<file path="src/rtl/hazard_pkg.sv">
package hazard_pkg;

    // Operand source encoding for the bypass multiplexers
    typedef enum logic [1:0] {
        BYP_RF  = 2'd0,
        BYP_EX  = 2'd1,
        BYP_MEM = 2'd2,
        BYP_WB  = 2'd3
    } byp_sel_e;

    // Pipeline stage positions, oldest-last
    localparam int STG_F = 0;
    localparam int STG_D = 1;
    localparam int STG_E = 2;
    localparam int STG_M = 3;
    localparam int STG_W = 4;

    // Number of stages that can be cleared by a redirect
    localparam int SQ_W = 4;

    typedef struct packed {
        logic vld;
        logic is_br;
    } redir_st_t;

endpackage

</file>
<file path="src/rtl/hazard_bypass_pick.sv">
module hazard_bypass_pick
    import hazard_pkg::*;
#(
    parameter int IDX_W      = 5,
    parameter bit USE_BYPASS = 1'b1
) (
    input  logic             clk,
    input  logic             rst_n,
    input  logic [IDX_W-1:0] src_idx,
    input  logic [IDX_W-1:0] ex_rd,
    input  logic             ex_we,
    input  logic [IDX_W-1:0] mem_rd,
    input  logic             mem_we,
    input  logic [IDX_W-1:0] wb_rd,
    input  logic             wb_we,
    output logic [1:0]       sel
);

    logic src_live;
    logic hit_ex, hit_mem, hit_wb;

    assign src_live = (src_idx != '0);
    assign hit_ex   = src_live && ex_we  && (ex_rd  == src_idx);
    assign hit_mem  = src_live && mem_we && (mem_rd == src_idx);
    assign hit_wb   = src_live && wb_we  && (wb_rd  == src_idx);

    generate
        if (USE_BYPASS) begin : g_fwd
            always_comb begin
                if (hit_ex)       sel = BYP_EX;
                else if (hit_mem) sel = BYP_MEM;
                else if (hit_wb)  sel = BYP_WB;
                else              sel = BYP_RF;
            end
        end else begin : g_nofwd
            logic unused_hits;
            assign unused_hits = hit_ex ^ hit_mem ^ hit_wb;
            assign sel = BYP_RF;
        end
    endgenerate

    // index 0 is never a bypass source
    p_x0_no_src_r1: assert property (@(posedge clk) disable iff (!rst_n)
        (src_idx == '0) |-> (sel == BYP_RF));

    // an execute pick needs a write-enabled matching producer
    p_ex_pick_valid_r2: assert property (@(posedge clk) disable iff (!rst_n)
        (sel == BYP_EX) |-> (ex_we && ex_rd == src_idx));

    // memory pick only when execute does not match
    p_mem_pick_young_r2: assert property (@(posedge clk) disable iff (!rst_n)
        (sel == BYP_MEM) |-> !(ex_we && ex_rd == src_idx) && mem_we);

    // stall-only build never selects a bypass
    p_nofwd_rf_r4: assert property (@(posedge clk) disable iff (!rst_n)
        !USE_BYPASS |-> (sel == BYP_RF));

endmodule

</file>
<file path="src/rtl/hazard_stall_detect.sv">
module hazard_stall_detect #(
    parameter int IDX_W      = 5,
    parameter bit USE_BYPASS = 1'b1
) (
    input  logic             clk,
    input  logic             rst_n,
    input  logic [IDX_W-1:0] rs1,
    input  logic [IDX_W-1:0] rs2,
    input  logic [IDX_W-1:0] ex_rd,
    input  logic             ex_we,
    input  logic             ex_load,
    input  logic [IDX_W-1:0] mem_rd,
    input  logic             mem_we,
    input  logic [IDX_W-1:0] wb_rd,
    input  logic             wb_we,
    input  logic             flush_dec,
    output logic             hold_f,
    output logic             hold_d,
    output logic             bubble_e
);

    localparam int NPROD = 3;

    logic [IDX_W-1:0] prod_rd [NPROD];
    logic [NPROD-1:0] prod_we;
    logic [NPROD-1:0] prod_hit;
    logic             hazard;

    assign prod_rd[0] = ex_rd;
    assign prod_rd[1] = mem_rd;
    assign prod_rd[2] = wb_rd;
    assign prod_we    = {wb_we, mem_we, ex_we};

    for (genvar p = 0; p < NPROD; p++) begin : g_prod
        assign prod_hit[p] = prod_we[p] && (prod_rd[p] != '0) &&
                             ((prod_rd[p] == rs1) || (prod_rd[p] == rs2));
    end

    generate
        if (USE_BYPASS) begin : g_fwd
            // only a load still in execute has no value to bypass
            assign hazard = prod_hit[0] && ex_load;
        end else begin : g_nofwd
            logic unused_ld;
            assign unused_ld = ex_load;
            assign hazard    = |prod_hit;
        end
    endgenerate

    // a flush discards the held instruction, so it wins
    always_comb begin
        hold_f   = hazard && !flush_dec;
        hold_d   = hazard && !flush_dec;
        bubble_e = hazard && !flush_dec;
    end

    // sources at index 0 never stall
    p_x0_no_stall_r1: assert property (@(posedge clk) disable iff (!rst_n)
        (rs1 == '0 && rs2 == '0) |-> !hold_d);

    // with bypassing, no load in execute means no stall
    p_fwd_nonload_r3: assert property (@(posedge clk) disable iff (!rst_n)
        (USE_BYPASS && !ex_load) |-> !hold_d);

    // flush suppresses every stall output
    p_flush_no_hold_r8: assert property (@(posedge clk) disable iff (!rst_n)
        flush_dec |-> !(hold_f || hold_d || bubble_e));

endmodule

</file>
<file path="src/rtl/hazard_redirect.sv">
module hazard_redirect
    import hazard_pkg::*;
#(
    parameter bit BR_AT_WB   = 1'b0,
    parameter bit JMP_AT_MEM = 1'b0
) (
    input  logic            clk,
    input  logic            rst_n,
    input  logic            br_taken,
    input  logic            jmp_taken,
    output logic [SQ_W-1:0] squash,
    output logic            redir_vld,
    output logic            redir_is_br
);

    localparam int BR_STG  = BR_AT_WB   ? STG_W : STG_M;
    localparam int JMP_STG = JMP_AT_MEM ? STG_M : STG_E;

    logic [SQ_W-1:0] br_mask, jmp_mask;
    redir_st_t       st_d, st_q;

    for (genvar k = 0; k < SQ_W; k++) begin : g_mask
        assign br_mask[k]  = (k < BR_STG);
        assign jmp_mask[k] = (k < JMP_STG);
    end

    assign squash = ({SQ_W{br_taken}} & br_mask) | ({SQ_W{jmp_taken}} & jmp_mask);

    always_comb begin
        st_d       = st_q;
        st_d.vld   = br_taken || jmp_taken;
        // a branch never resolves earlier than a jump, so it is older
        st_d.is_br = br_taken;
    end

    always_ff @(posedge clk) begin
        if (!rst_n) st_q <= '0;
        else        st_q <= st_d;
    end

    assign redir_vld   = st_q.vld;
    assign redir_is_br = st_q.is_br;

    // a taken redirect strobes fetch on the next cycle
    p_redir_next_r9: assert property (@(posedge clk) disable iff (!rst_n)
        (br_taken || jmp_taken) |=> redir_vld);

    // no strobe without a taken redirect in the cycle before
    p_redir_quiet_r9: assert property (@(posedge clk) disable iff (!rst_n)
        !(br_taken || jmp_taken) |=> !redir_vld);

    // fetch is always cleared by any taken redirect
    p_squash_fetch_r5: assert property (@(posedge clk) disable iff (!rst_n)
        (br_taken || jmp_taken) |-> squash[STG_F] && squash[STG_D]);

    // branch source implies a strobe
    p_isbr_vld_r6: assert property (@(posedge clk) disable iff (!rst_n)
        redir_is_br |-> redir_vld);

endmodule

</file>
<file path="src/rtl/hazard_ctrl.sv">
module hazard_ctrl
    import hazard_pkg::*;
#(
    parameter int IDX_W      = 5,
    parameter bit USE_BYPASS = 1'b1,
    parameter bit BR_AT_WB   = 1'b0,
    parameter bit JMP_AT_MEM = 1'b0
) (
    input  logic             clk,
    input  logic             rst_n,
    input  logic [IDX_W-1:0] dec_rs1,
    input  logic [IDX_W-1:0] dec_rs2,
    input  logic [IDX_W-1:0] ex_rd,
    input  logic             ex_we,
    input  logic             ex_load,
    input  logic [IDX_W-1:0] mem_rd,
    input  logic             mem_we,
    input  logic [IDX_W-1:0] wb_rd,
    input  logic             wb_we,
    input  logic             br_taken,
    input  logic             jmp_taken,
    output logic [1:0]       byp_sel_a,
    output logic [1:0]       byp_sel_b,
    output logic             stall_f,
    output logic             stall_d,
    output logic             bubble_e,
    output logic [3:0]       squash,
    output logic             redir_vld,
    output logic             redir_is_br
);

    localparam int NSRC = 2;

    logic [IDX_W-1:0] src_idx [NSRC];
    logic [1:0]       src_sel [NSRC];
    logic [SQ_W-1:0]  sq_vec;

    assign src_idx[0] = dec_rs1;
    assign src_idx[1] = dec_rs2;

    for (genvar s = 0; s < NSRC; s++) begin : g_src
        hazard_bypass_pick #(
            .IDX_W      (IDX_W),
            .USE_BYPASS (USE_BYPASS)
        ) u_pick (
            .clk     (clk),
            .rst_n   (rst_n),
            .src_idx (src_idx[s]),
            .ex_rd   (ex_rd),
            .ex_we   (ex_we),
            .mem_rd  (mem_rd),
            .mem_we  (mem_we),
            .wb_rd   (wb_rd),
            .wb_we   (wb_we),
            .sel     (src_sel[s])
        );
    end

    assign byp_sel_a = src_sel[0];
    assign byp_sel_b = src_sel[1];

    hazard_redirect #(
        .BR_AT_WB   (BR_AT_WB),
        .JMP_AT_MEM (JMP_AT_MEM)
    ) u_redir (
        .clk         (clk),
        .rst_n       (rst_n),
        .br_taken    (br_taken),
        .jmp_taken   (jmp_taken),
        .squash      (sq_vec),
        .redir_vld   (redir_vld),
        .redir_is_br (redir_is_br)
    );

    assign squash = sq_vec;

    hazard_stall_detect #(
        .IDX_W      (IDX_W),
        .USE_BYPASS (USE_BYPASS)
    ) u_stall (
        .clk       (clk),
        .rst_n     (rst_n),
        .rs1       (dec_rs1),
        .rs2       (dec_rs2),
        .ex_rd     (ex_rd),
        .ex_we     (ex_we),
        .ex_load   (ex_load),
        .mem_rd    (mem_rd),
        .mem_we    (mem_we),
        .wb_rd     (wb_rd),
        .wb_we     (wb_we),
        .flush_dec (sq_vec[STG_D]),
        .hold_f    (stall_f),
        .hold_d    (stall_d),
        .bubble_e  (bubble_e)
    );

    // any clear wins over holding decode
    p_flush_over_stall_r8: assert property (@(posedge clk) disable iff (!rst_n)
        (|squash) |-> !stall_d && !bubble_e);

    // a bubble is only inserted while the front end is held
    p_bubble_held_r3: assert property (@(posedge clk) disable iff (!rst_n)
        bubble_e |-> (stall_f && stall_d));

    // no redirect, no clear
    p_no_redir_no_sq_r5: assert property (@(posedge clk) disable iff (!rst_n)
        !(br_taken || jmp_taken) |-> (squash == '0));

endmodule

</file>
<file path="config.mk">
export PLATFORM = sky130hd
export DESIGN_NAME = hazard_ctrl
export DESIGN_NICKNAME = d
export VERILOG_FILES = /design/src/rtl/hazard_pkg.sv /design/src/rtl/hazard_bypass_pick.sv /design/src/rtl/hazard_stall_detect.sv /design/src/rtl/hazard_redirect.sv /design/src/rtl/hazard_ctrl.sv
export SDC_FILE = /design/constraint.sdc
export NUM_CORES = 1
export LEC_CHECK = 0
export BUFFER_PORTS_ARGS = -buffer_cell sky130_fd_sc_hd__buf_4
export CAP_MARGIN = 0
export CORE_MARGIN = 2
export CORE_UTILIZATION = 41
export CTS_CLUSTER_DIAMETER = 120
export DETAILED_ROUTE_END_ITERATION = 16
export PLACE_DENSITY = 0.84
export REMOVE_ABC_BUFFERS = 1
export SYNTH_ARGS = -nofsm -noshare
export SYNTH_HDL_FRONTEND = slang
export SYNTH_SLANG_ARGS = --single-unit
</file>
<file path="constraint.sdc">
create_clock -name clk -period 2.9 [get_ports clk]
set_clock_uncertainty 0.1 [all_clocks]
set_input_delay 0.435 -clock clk [delete_from_list [all_inputs] [get_ports clk]]
set_output_delay 0.435 -clock clk [all_outputs]
set_load 0.01 [all_outputs]
</file>
==> run summary, run 1 <==
Leaving out fill and tap cells, the most frequent cells in the layout are 44 x buf_4, 26 x xnor2_1, 5 x nand2_1. The total leakage power is 0.394 nW. The number of antenna repair diodes was 0; the average vias per placed instance was 5.05. The library cell used most frequently in the layout, excluding fill and tap cells, is buf_4. The most critical setup path has its startpoint at dec_rs1[1].

After detailed placement, the design holds a cell count of 128. Once detail routing completed, the nets flagged for antenna violations numbered 0. The shortest period the worst path allows is 2.20 ns, and the via count of the first global-routing pass is 598. The run gives 20.8% as the overall global routing resource usage. The synthesized design devotes to its leading area cell type 39.8% of total area.

The average instance in the mapped netlist occupies 7.62 um^2. The area inside the core boundary is 0.00130 mm^2, and the top fanout value on the critical path is 4. After clock tree synthesis, the clock-pin slew on the worst setup and hold paths is 0.03 ns.

The logs give 2.37 ns for the data required time at the worst endpoint and 0.843 for the final estimated routing congestion in global placement. The clock drives 2 sinks. In this run the clock root is driven by a clkbuf_4. Once the clock tree was built, the setup fixing pass inserted 0 buffers. The longest clock path from root to sink contains 2 buffers. In this run the tool buffered the top-level ports with 44 buffer cells. The type of the most critical hold path is input pin to flip-flop. For this run, the post-layout net count is 151. The total congestion overflow after global routing was 0. The initialized floorplan defines 13 standard-cell rows.

The via total after detailed routing is 661, and the number of max-capacitance violations reported is 0. The total of endpoints with negative setup slack in the final report is 0. Adding up every negative setup slack in the final design gives 0 ns. Part of the Yosys area used for sequential elements: 7.00%. The largest total area in the synthesized netlist belongs to xnor2_1.

The die is 41.3 um tall. Entering global routing, the biggest net connects 5 pins. The count of endpoints failing hold in the final timing report is 0. The logs give 22 for the number of distinct standard cells referenced by the synthesized netlist and 4 for the first-pass iteration count of the detailed router.

The data arrival time of the worst path came out at 1.67 ns. The synthesized design contains 2 register bits. The run gives 0 as the quantity of hold-fixing buffers added after cts. The tools report the number of remaining DRC errors as 0. Dividing total power by cell area gives a power density of 234 mW/mm^2. The first-pass GRT wire length is 2360 um. Pin placement for this block handled 46 I/O pins. The run finished with clean final reports. The Yosys step of the flow raised 0 warnings. STA classifies the critical path endpoint as an output pin.

Initial antenna violation count: 0. The depth of the CTS H-tree was 1; the proportion of layout cells with a drive suffix above 1 was 45.7%. The fmax is 0.454 GHz, and the share of the cycle needed by the critical path after routing is 76.0%. STA classifies the critical path startpoint as an input pin. The cell depth of the worst min-delay path came out at 2. For the number of filler cells placed in the layout, the log shows 114. The layout-stage area growth over the synthesis result is 57.1%. The number of buffers created by CTS was 3; the non-filler instance count after layout was 131. Die width: 41.3 um.

The violation count after the first detailed-route iteration came out at 7. The critical path is of the input pin to output pin type. The worst hold path startpoint is rst_n.

Once the clock tree was built, the resizer swapped 0 gates to a different size. The gate count after technology mapping is 75, and the initial core utilization is 43.9%. Dividing the detail-routed wire length by the instance count gives 11.4 um.

The floorplan die area came out at 0.00171 mm^2. The tools report the end point of the worst hold path as u_redir.redir_vld. The final max-slew violation count was 0; the maximum vdd ir drop was 0.170 mV.

By area the synthesized netlist is led by xnor2_1 40%, buf_4 7.9%, dfxtp_1 7.0%. TritonCTS built the clock tree. The logs give 1490 um for the total wirelength of the detailed-routed design and 572 um^2 for the post-synthesis instance area. Setup repair after global routing left no endpoint under its margin.

Hold is met by 0.321 ns.
[per-layer routing]
metal	vias to the layer above	share of wire (%)	GRT usage [%]
li1	335	-	-
met1	290	38	22.5
met2	34	52	41.4
met3	2	9.1	3.19
met4	0	0.67	4.84
met5	-	0	0
[cell type report]
class                      count  area [um^2]  share of cell area [%]
clock buffer                   3         22.5                    2.51
multi-input combinational     67          487                    54.2
tap                           15         18.8                    2.09
timing repair buffer          44          330                    36.8
sequential                     2         40.0                    4.46
[power by group]
group	switching (mW)	total, mW	leakage (nW)	internal [mW]
Sequential	0.000434	0.0298	0.0167	0.0294
Clock	0.0165	0.0622	0.0138	0.0457
Combinational	0.0494	0.118	0.364	0.0684
Total	0.0664	0.210	0.394	0.144
[registers in the layout (all words and copies together) (netlist names)]
signal,flops
u_redir.redir_is_br,1
u_redir.redir_vld,1
[logic make-up (layout without fill, tap and decap cells)]
| family | count (synthesis) | count (layout) | synth area share [%] |
|---|---|---|---|
| other | 1 | 1 | 0.656 |
| buffers and inverters | 6 | 47 | 7.88 |
| flip-flops | 2 | 2 | 7.00 |
| AO/OA/AOI/OAI | 6 | 6 | 7.00 |
| AND/OR/NAND/NOR | 30 | 30 | 31.5 |
| XOR/XNOR | 30 | 30 | 46.0 |
[worst max-delay path, cell delays in order]
cell,delay (ns)
buf_4,0.13
or4_1,0.53
nor2_2,0.18
nor4b_1,0.10
a21o_1,0.16
buf_4,0.13
[cells in the mapped netlist (all sizes together)]
| library cell | count |
|---|---|
| o21a | 1 |
| xnor2 | 26 |
| nand4 | 4 |
| or3 | 2 |
| and2 | 2 |
| dfxtp | 2 |
| conb | 1 |
| or4 | 4 |
| a211oi | 1 |
| buf | 6 |
| or2 | 1 |
| nor2 | 5 |
| a21o | 2 |
| nor4b | 2 |
| a21oi | 2 |
| nor3 | 3 |
| nand2 | 5 |
| nand3 | 2 |
| xor2 | 4 |
[worst max-delay path by stage]
| stage | to | slack, ns |
|---|---|---|
| after floorplan | byp_sel_a[1] | 0.98 |
| after global placement | byp_sel_a[0] | 0.72 |
| after detailed placement | byp_sel_a[0] | 0.70 |
| after CTS | byp_sel_a[0] | 0.69 |
| after global routing | byp_sel_a[0] | 0.62 |
| final | byp_sel_a[0] | 0.70 |
[per-stage QoR]
step	instance area [um^2]	power, mW	setup WS (ns)	utilization, %
6_report	898	0.210	0.697	69.0
3_5_place_dp	876	0.149	0.697	67.3
5_1_grt	898	0.225	0.617	69.0
3_3_place_gp	876	0.147	0.718	67.3
4_1_cts	898	0.214	0.693	69.0
2_1_floorplan	527	0.0832	0.979	-
No activity file was read; power rests on OpenSTA's default activity.
==> inputs of run 2 (changes only) <==
--- a/config.mk
+++ b/config.mk
@@ -5,13 +5,14 @@
 export SDC_FILE = /design/constraint.sdc
 export NUM_CORES = 1
 export LEC_CHECK = 0
+export ABC_AREA = 1
 export BUFFER_PORTS_ARGS = -buffer_cell sky130_fd_sc_hd__buf_4
 export CAP_MARGIN = 0
 export CORE_MARGIN = 2
-export CORE_UTILIZATION = 41
+export CORE_UTILIZATION = 43
 export CTS_CLUSTER_DIAMETER = 120
 export DETAILED_ROUTE_END_ITERATION = 16
-export PLACE_DENSITY = 0.84
+export PLACE_DENSITY = 0.79
 export REMOVE_ABC_BUFFERS = 1
 export SYNTH_ARGS = -nofsm -noshare
 export SYNTH_HDL_FRONTEND = slang
==> constraint.sdc (replaced) <==
create_clock -name clk -period 2.2 [get_ports clk]
set_clock_uncertainty 0.1 [all_clocks]
set_input_delay 0.33 -clock clk [delete_from_list [all_inputs] [get_ports clk]]
set_output_delay 0.33 -clock clk [all_outputs]
set_load 0.01 [all_outputs]
==> run 2 against run 1 <==
Compared with the run above: global-route usage decreased by 0.18 points; core utilization decreased by 3.5 points; sequential power increased by 32%; via count increased by 59%; critical path type unchanged; largest power group unchanged.
==> run summary, run 2 <==
The die width came out at 46.6 um (+13%). Final total negative setup slack: 0 ns (unchanged). The initial core utilization came out at 45.6% (+1.7 points). The initial antenna violation count is 0 (unchanged), and the via count of the first global-routing pass is 905 (+51%). The average size of a mapped cell is 4.40 um^2 (-42%). The dominant synthesized flop cell was dfxtp_1.

The async set-reset flop share out of synthesis was 0% (unchanged). The number of antenna repair diodes is 0 (unchanged). The non-filler instance count after layout is 243 (+85%).

The residual antenna-violating net count after detailed routing was 0 (unchanged); the depth of the CTS H-tree was 1 (unchanged). The proportion of layout cells with a drive suffix above 1 works out to 28.9% (-17 points). The quantity of hold-fixing buffers added after cts is 0 (unchanged).

The routed wire length per instance is 9.07 um (-20%). The tools report the data arrival time of the worst path as 1.25 ns (-0.42 ns). The logs give 0.596 GHz for the fmax and 2200 um (+48%) for the total wirelength of the detailed-routed design. In the layout the commonest cells are 87 x nand2_1, 44 x buf_4, 32 x nor2_1.

The run gives 15 (+2) as the count of standard-cell rows. Total power: 0.301 mW (+43%). The part of the Yosys area used for sequential elements came out at 5.14% (-1.9 points).

The power per standard cell area is 269 mW/mm^2 (+15%), and the fraction of post-synthesis cell area in the top cell type by area is 41.9% (+2.1 points). Switching power share of the total: 38.9% (+7.2 points). The average vias per placed instance is 4.33 (-14%), and the number of flops mapped to enable cells by yosys is 0 (unchanged).

Area inside the core boundary: 0.00171 mm^2 (+31%). The tools report the count of nets after finishing as 253 (+68%). The maximum vdd ir drop is 0.158 mV (-6.8%). In this run the worst hold path is classified as input pin to flip-flop. The clock slew seen by the registers of the worst setup and hold paths is 0.03 ns (about the same), and the shortest period the worst path allows is 1.68 ns. The share of total power in the clock network is 25.2% (-4.5 points).

The tools report the type of element capturing the critical path as an output pin. The run gives 1051 (+59%) as the via total after detailed routing. Start-to-end type of the worst setup path: input pin to output pin. For the maximum number of buffers from clock root to sink, the log shows 2 (unchanged). After synthesis, the most frequently instantiated cells are 87 x nand2_1, 32 x nor2_1, 20 x inv_1.

The worst path uses 76.3% of the clock period. Post-synthesis instance area: 779 um^2 (+36%). Compared with the post-synthesis result, the final layout area differs by 43.5%. The total of warnings raised by yosys came out at 0 (unchanged).

The count of endpoints failing hold in the final timing report came out at 0 (unchanged). The register bit count reported by yosys is 2 (unchanged), and the violation count after the first detailed-route iteration is 24 (+17). Top fanout value on the critical path: 6 (+2). The logs give 4 (unchanged) for the first-pass iteration count of the detailed router and 3330 um (+41%) for the first-pass GRT wire length. nand2_1 is the most common cell in the netlist. Gate count after technology mapping: 177 (+140%). The tools report the post-place instance area as 0.00110 mm^2 (+25%). The library cell used most frequently in the layout, excluding fill and tap cells, is nand2_1. For the cell count after placement, the log shows 240 (+88%). The run gives 0 (unchanged) as the number of buffers added for setup after CTS.

The count of buffers inserted at the top-level ports was 44 (unchanged); the number of remaining DRC errors was 0 (unchanged). The final estimated routing congestion in global placement came out at 0.831 (-1.5%). The run gives 61.7% (+5.6 points) as the combinational share of power. For the number of distinct standard cells referenced by the synthesized netlist, the log shows 15 (-32%). The tools report the total of endpoints with negative setup slack in the final report as 0 (unchanged). The data required time at the worst endpoint is 1.77 ns (-0.60 ns), and the pin count of the biggest net entering global routing is 7 (+2).

The final instance area came out at 0.00112 mm^2 (+25%). The run gives 0.741 nW (+88%) as the total leakage power. The internal power summed over all cells was 0.184 mW (+28%). The total net switching power is 0.117 mW (+76%), and the overall global routing resource usage is 20.6% (-0.18 points). The number of buffers created by CTS came out at 3 (unchanged). The die height was 46.6 um (+13%); the top-level port count was 46 (unchanged).

The root buffer selected by CTS was clkbuf_4. The run gives 0 (unchanged) as the total congestion overflow after global routing. The logs give 13.1% (-1.1 points) for the proportion of power drawn by flip-flops and latches and 0.00217 mm^2 (+27%) for the floorplan die area. The run finished with clean final reports. Final max-slew violation count: 0 (unchanged). The worst setup path is launched from an input pin. Setup repair after global routing left no endpoint under its margin. The top cell type by total area after synthesis is nand2_1.

The post-cts repair resize count was 0 (unchanged); the clock sink total was 2 (unchanged). The run gives 1960 um as the total half-perimeter wirelength after legalization and detailed placement. In the post-synthesis netlist, the biggest area contributors are nand2_1 42%, nor2_1 15%, inv_1 9.6%. The run gives 0 (unchanged) as the number of max-capacitance violations reported. TritonCTS built the clock tree.
## run 2: kinds of logic after synthesis
logic type / after synthesis / share of synthesized area [%]
xor+xnor: 4 / 4.50
flops: 2 / 5.14
buf+inv: 35 / 19.7
compound gates: 3 / 2.41
simple gates: 132 / 67.7
other cells: 1 / 0.481
## run 2: worst paths after layout
| check | startpoint | to | depth (start not counted) |
|---|---|---|---|
| worst min-delay path | rst_n | u_redir.redir_is_br | 3 |
| worst max-delay path | dec_rs2[1] | stall_f | 6 |
## run 2: layout make-up
cell class / count / area, um^2
Timing Repair Buffer: 44 / 330
Sequential cell: 2 / 40.0
Inverter: 29 / 109
Tap cell: 25 / 31.3
Multi-Input combinational cell: 140 / 586
Fill cell: 188 / 589
Clock buffer: 3 / 22.5
## run 2: layer usage
metal / global-route usage, % / wire (um) / up-vias
met4: 1.71 / 0 / 0
met5: 0 / 0 / -
met1: 24.8 / 1010 / 432
met2: 39.7 / 1120 / 21
met3: 2.35 / 72 / 0
li1: - / - / 598
## run 2: per-stage QoR
step	util, %	hold WS, ns	setup WS (ns)
floorplan	-	0.323	0.741
global placement	64.2	0.423	0.570
detailed placement	64.2	0.428	0.520
CTS	65.5	0.203	0.512
global route	65.5	0.224	0.464
finish	65.5	0.208	0.521
## run 2: power groups by stage
stage | Combinational [mW] | Clock (mW) | Sequential [mW]
floorplan | 0.0911 | 0 | 0.0409
global placement | 0.182 | 0 | 0.0398
detailed placement | 0.185 | 0 | 0.0398
CTS | 0.186 | 0.0783 | 0.0395
global route | 0.209 | 0.0881 | 0.0396
finish | 0.186 | 0.0756 | 0.0394
## run 2: critical path, cell delays in order
cell     delay, ns
buf_4         0.13
xor2_1        0.16
nor2_1        0.17
nand3_2       0.11
a21oi_2       0.20
buf_4         0.15
==> inputs of run 3 (changes only) <==
--- a/config.mk
+++ b/config.mk
@@ -9,10 +9,10 @@
 export BUFFER_PORTS_ARGS = -buffer_cell sky130_fd_sc_hd__buf_4
 export CAP_MARGIN = 0
 export CORE_MARGIN = 2
-export CORE_UTILIZATION = 43
+export CORE_UTILIZATION = 39
 export CTS_CLUSTER_DIAMETER = 120
 export DETAILED_ROUTE_END_ITERATION = 16
-export PLACE_DENSITY = 0.79
+export PLACE_DENSITY = 0.76
 export REMOVE_ABC_BUFFERS = 1
 export SYNTH_ARGS = -nofsm -noshare
 export SYNTH_HDL_FRONTEND = slang
==> constraint.sdc (replaced) <==
create_clock -name clk -period 1.5 [get_ports clk]
set_clock_uncertainty 0.1 [all_clocks]
set_input_delay 0.225 -clock clk [delete_from_list [all_inputs] [get_ports clk]]
set_output_delay 0.225 -clock clk [all_outputs]
set_load 0.01 [all_outputs]
==> run 3 against run 2 <==
Compared with the run above: die area increased by 9.4%; sequential share of layout area about the same; first-iteration DRC count decreased by 58%; clock-buffer cell count unchanged; global-route usage decreased by 1.2 points; flip-flop and latch count unchanged; largest cell class unchanged.
==> run summary, run 3 (synthesized netlist as in run 2, its figures left out) <==
The tools report the final estimated routing congestion in global placement as 0.828 (-0.37%). The signal on the critical path passes through buf_4 > xor2_1 > nor2_1 > nand3_2 > a21oi_2 > buf_4. The worst setup path is launched from an input pin. The number of buffers created by CTS is 3 (unchanged), and the clock slew seen by the registers of the worst setup and hold paths is 0.03 ns (about the same). The die width was 48.7 um (+4.6%); the proportion of layout cells with a drive suffix above 1 was 30.3% (+1.4 points). The via total after detailed routing was 1078 (+2.6%); the depth of the CTS H-tree was 1 (unchanged). Total of endpoints with negative setup slack in the final report: 0 (unchanged).

The library cells used most frequently in the layout, excluding fill and tap cells, are 87 x nand2_1, 44 x buf_4, 30 x nor2_1. The floorplan die area was 0.00237 mm^2 (+9.4%); the layout-stage area growth over the synthesis result was 45.1%. The clock sink total is 2 (unchanged).

The logs give 253 (unchanged) for the count of nets after finishing and 0.00192 mm^2 (+13%) for the area inside the core boundary. The average vias per placed instance is 4.40 (+1.7%). Initial core utilization: 40.6% (-5.1 points).

The run gives 0 (unchanged) as the total congestion overflow after global routing. The run finished with clean final reports. The run gives 1.11 ns (-0.14 ns) as the data arrival time of the worst path.

The total half-perimeter wirelength after legalization and detailed placement was 1940 um (-1.3%); the via count of the first global-routing pass was 1027 (+13%). The type of the most critical hold path was input pin to flip-flop. The count of buffers inserted at the top-level ports is 44 (unchanged), and the number of remaining DRC errors is 0 (unchanged).

The top fanout value on the critical path works out to 6 (unchanged). For the total wirelength of the detailed-routed design, the log shows 2170 um (-1.5%). The maximum vdd ir drop was 0.210 mV (+33%); the total power was 0.449 mW (+49%). Routed wire length per instance: 8.87 um (-2.3%). The most frequent standard cell in the layout excluding fill and tap cells was nand2_1. The top-level port count was 46 (unchanged); the number of max-capacitance violations reported was 0 (unchanged). The die height came out at 48.7 um (+4.6%). The tools report the number of buffers added for setup after CTS as 0 (unchanged). The count of standard-cell rows is 16 (+1), and the first-pass iteration count of the detailed router is 4 (unchanged). The run gives 19.4% (-1.2 points) as the overall global routing resource usage. The run gives 0 (unchanged) as the final max-slew violation count. The power per standard cell area was 397 mW/mm^2 (+48%). By startpoint and endpoint, the worst setup path is classified as input pin to output pin. For the non-filler instance count after layout, the log shows 245 (+0.82%). The shortest period the worst path allows is 1.44 ns, and the residual antenna-violating net count after detailed routing is 0 (unchanged). The worst setup path is captured at an output pin. The initial antenna violation count was 0 (unchanged).

The cell count after placement is 242 (+0.83%), and the violation count after the first detailed-route iteration is 10 (-58%). CTS placed an instance of clkbuf_4 at the clock tree root. The logs give 0 (unchanged) for the count of endpoints failing hold in the final timing report and 0.694 GHz for the fmax. Maximum number of buffers from clock root to sink: 2 (unchanged). In the finished design, the share of the clock period the worst path needs comes to 96.0%. Setup repair after global routing could not meet its margin everywhere. The pin count of the biggest net entering global routing was 7 (unchanged); the number of antenna repair diodes was 0 (unchanged).

First-pass GRT wire length: 3790 um (+14%). The run gives 0.742 nW (about the same) as the total leakage power. The critical path's slowest cell was a21oi_2. TritonCTS built the clock tree. The most numerous cell type found on the critical path is buf_4.

The data required time at the worst endpoint is 1.17 ns (-0.60 ns), and the biggest cell delay along the critical path is 0.19 ns (about the same).
## run 3: changes by cell type in the layout (fill, tap and decap cells not counted)
cell and change:
nor2_2 +2, nand3_2 +1, nor2_1 -2, nand3_1 -1
## run 3: power by group
part           switching (mW)  total, mW  leakage, nW  internal, mW
logic                   0.149      0.275        0.711         0.126
clock network          0.0285      0.117       0.0138        0.0881
registers            0.000768     0.0576       0.0167        0.0569
## run 3: what timing repair did
action,in CTS,in global routing
resized for setup,0,3
endpoints found under the setup margin,0,5
hold buffers,0,0
## run 3: per-stage QoR
stage               area [um^2]  worst slack [ns]  util [%]  setup TNS [ns]  hold slack (ns)
finish                     1130            0.0601      58.9               0            0.105
global route               1130           -0.0102      58.9         -0.0107            0.119
CTS                        1120            0.0432      58.3               0            0.101
detailed placement         1100            0.0476      57.2               0            0.324
global placement           1100            0.0865      57.2               0            0.318
floorplan                   734             0.251         -               0            0.218
## run 3: final timing paths
kind	startpoint	to	slack, ns	cells past startpoint
worst max-delay path	dec_rs2[1]	stall_d	0.06	6
worst min-delay path	rst_n	u_redir.redir_is_br	0.11	3
## run 3: cell type report
type	count	area [um^2]
clock buffer	3	22.5
fill	225	791
inverter	29	109
multi-input combinational	140	596
sequential	2	40.0
tap	27	33.8
timing repair buffer	44	330
## run 3: routing by layer
metal | track usage [%] | share of wire, % | wire [um]
met1 | 21.3 | 43 | 936
met2 | 37.9 | 52 | 1140
met3 | 2.16 | 4.6 | 99
met4 | 6.67 | 0 | 0
met5 | 0 | 0 | 0
## run 3: worst max-delay path, delay by kind of cell
kind | cells | cell delay (ns)
AOI/OAI and AO/OA | 1 | 0.19
xor gates and xnor gates | 1 | 0.15
buffers and inverters | 2 | 0.28
and+or+nand+nor | 2 | 0.27
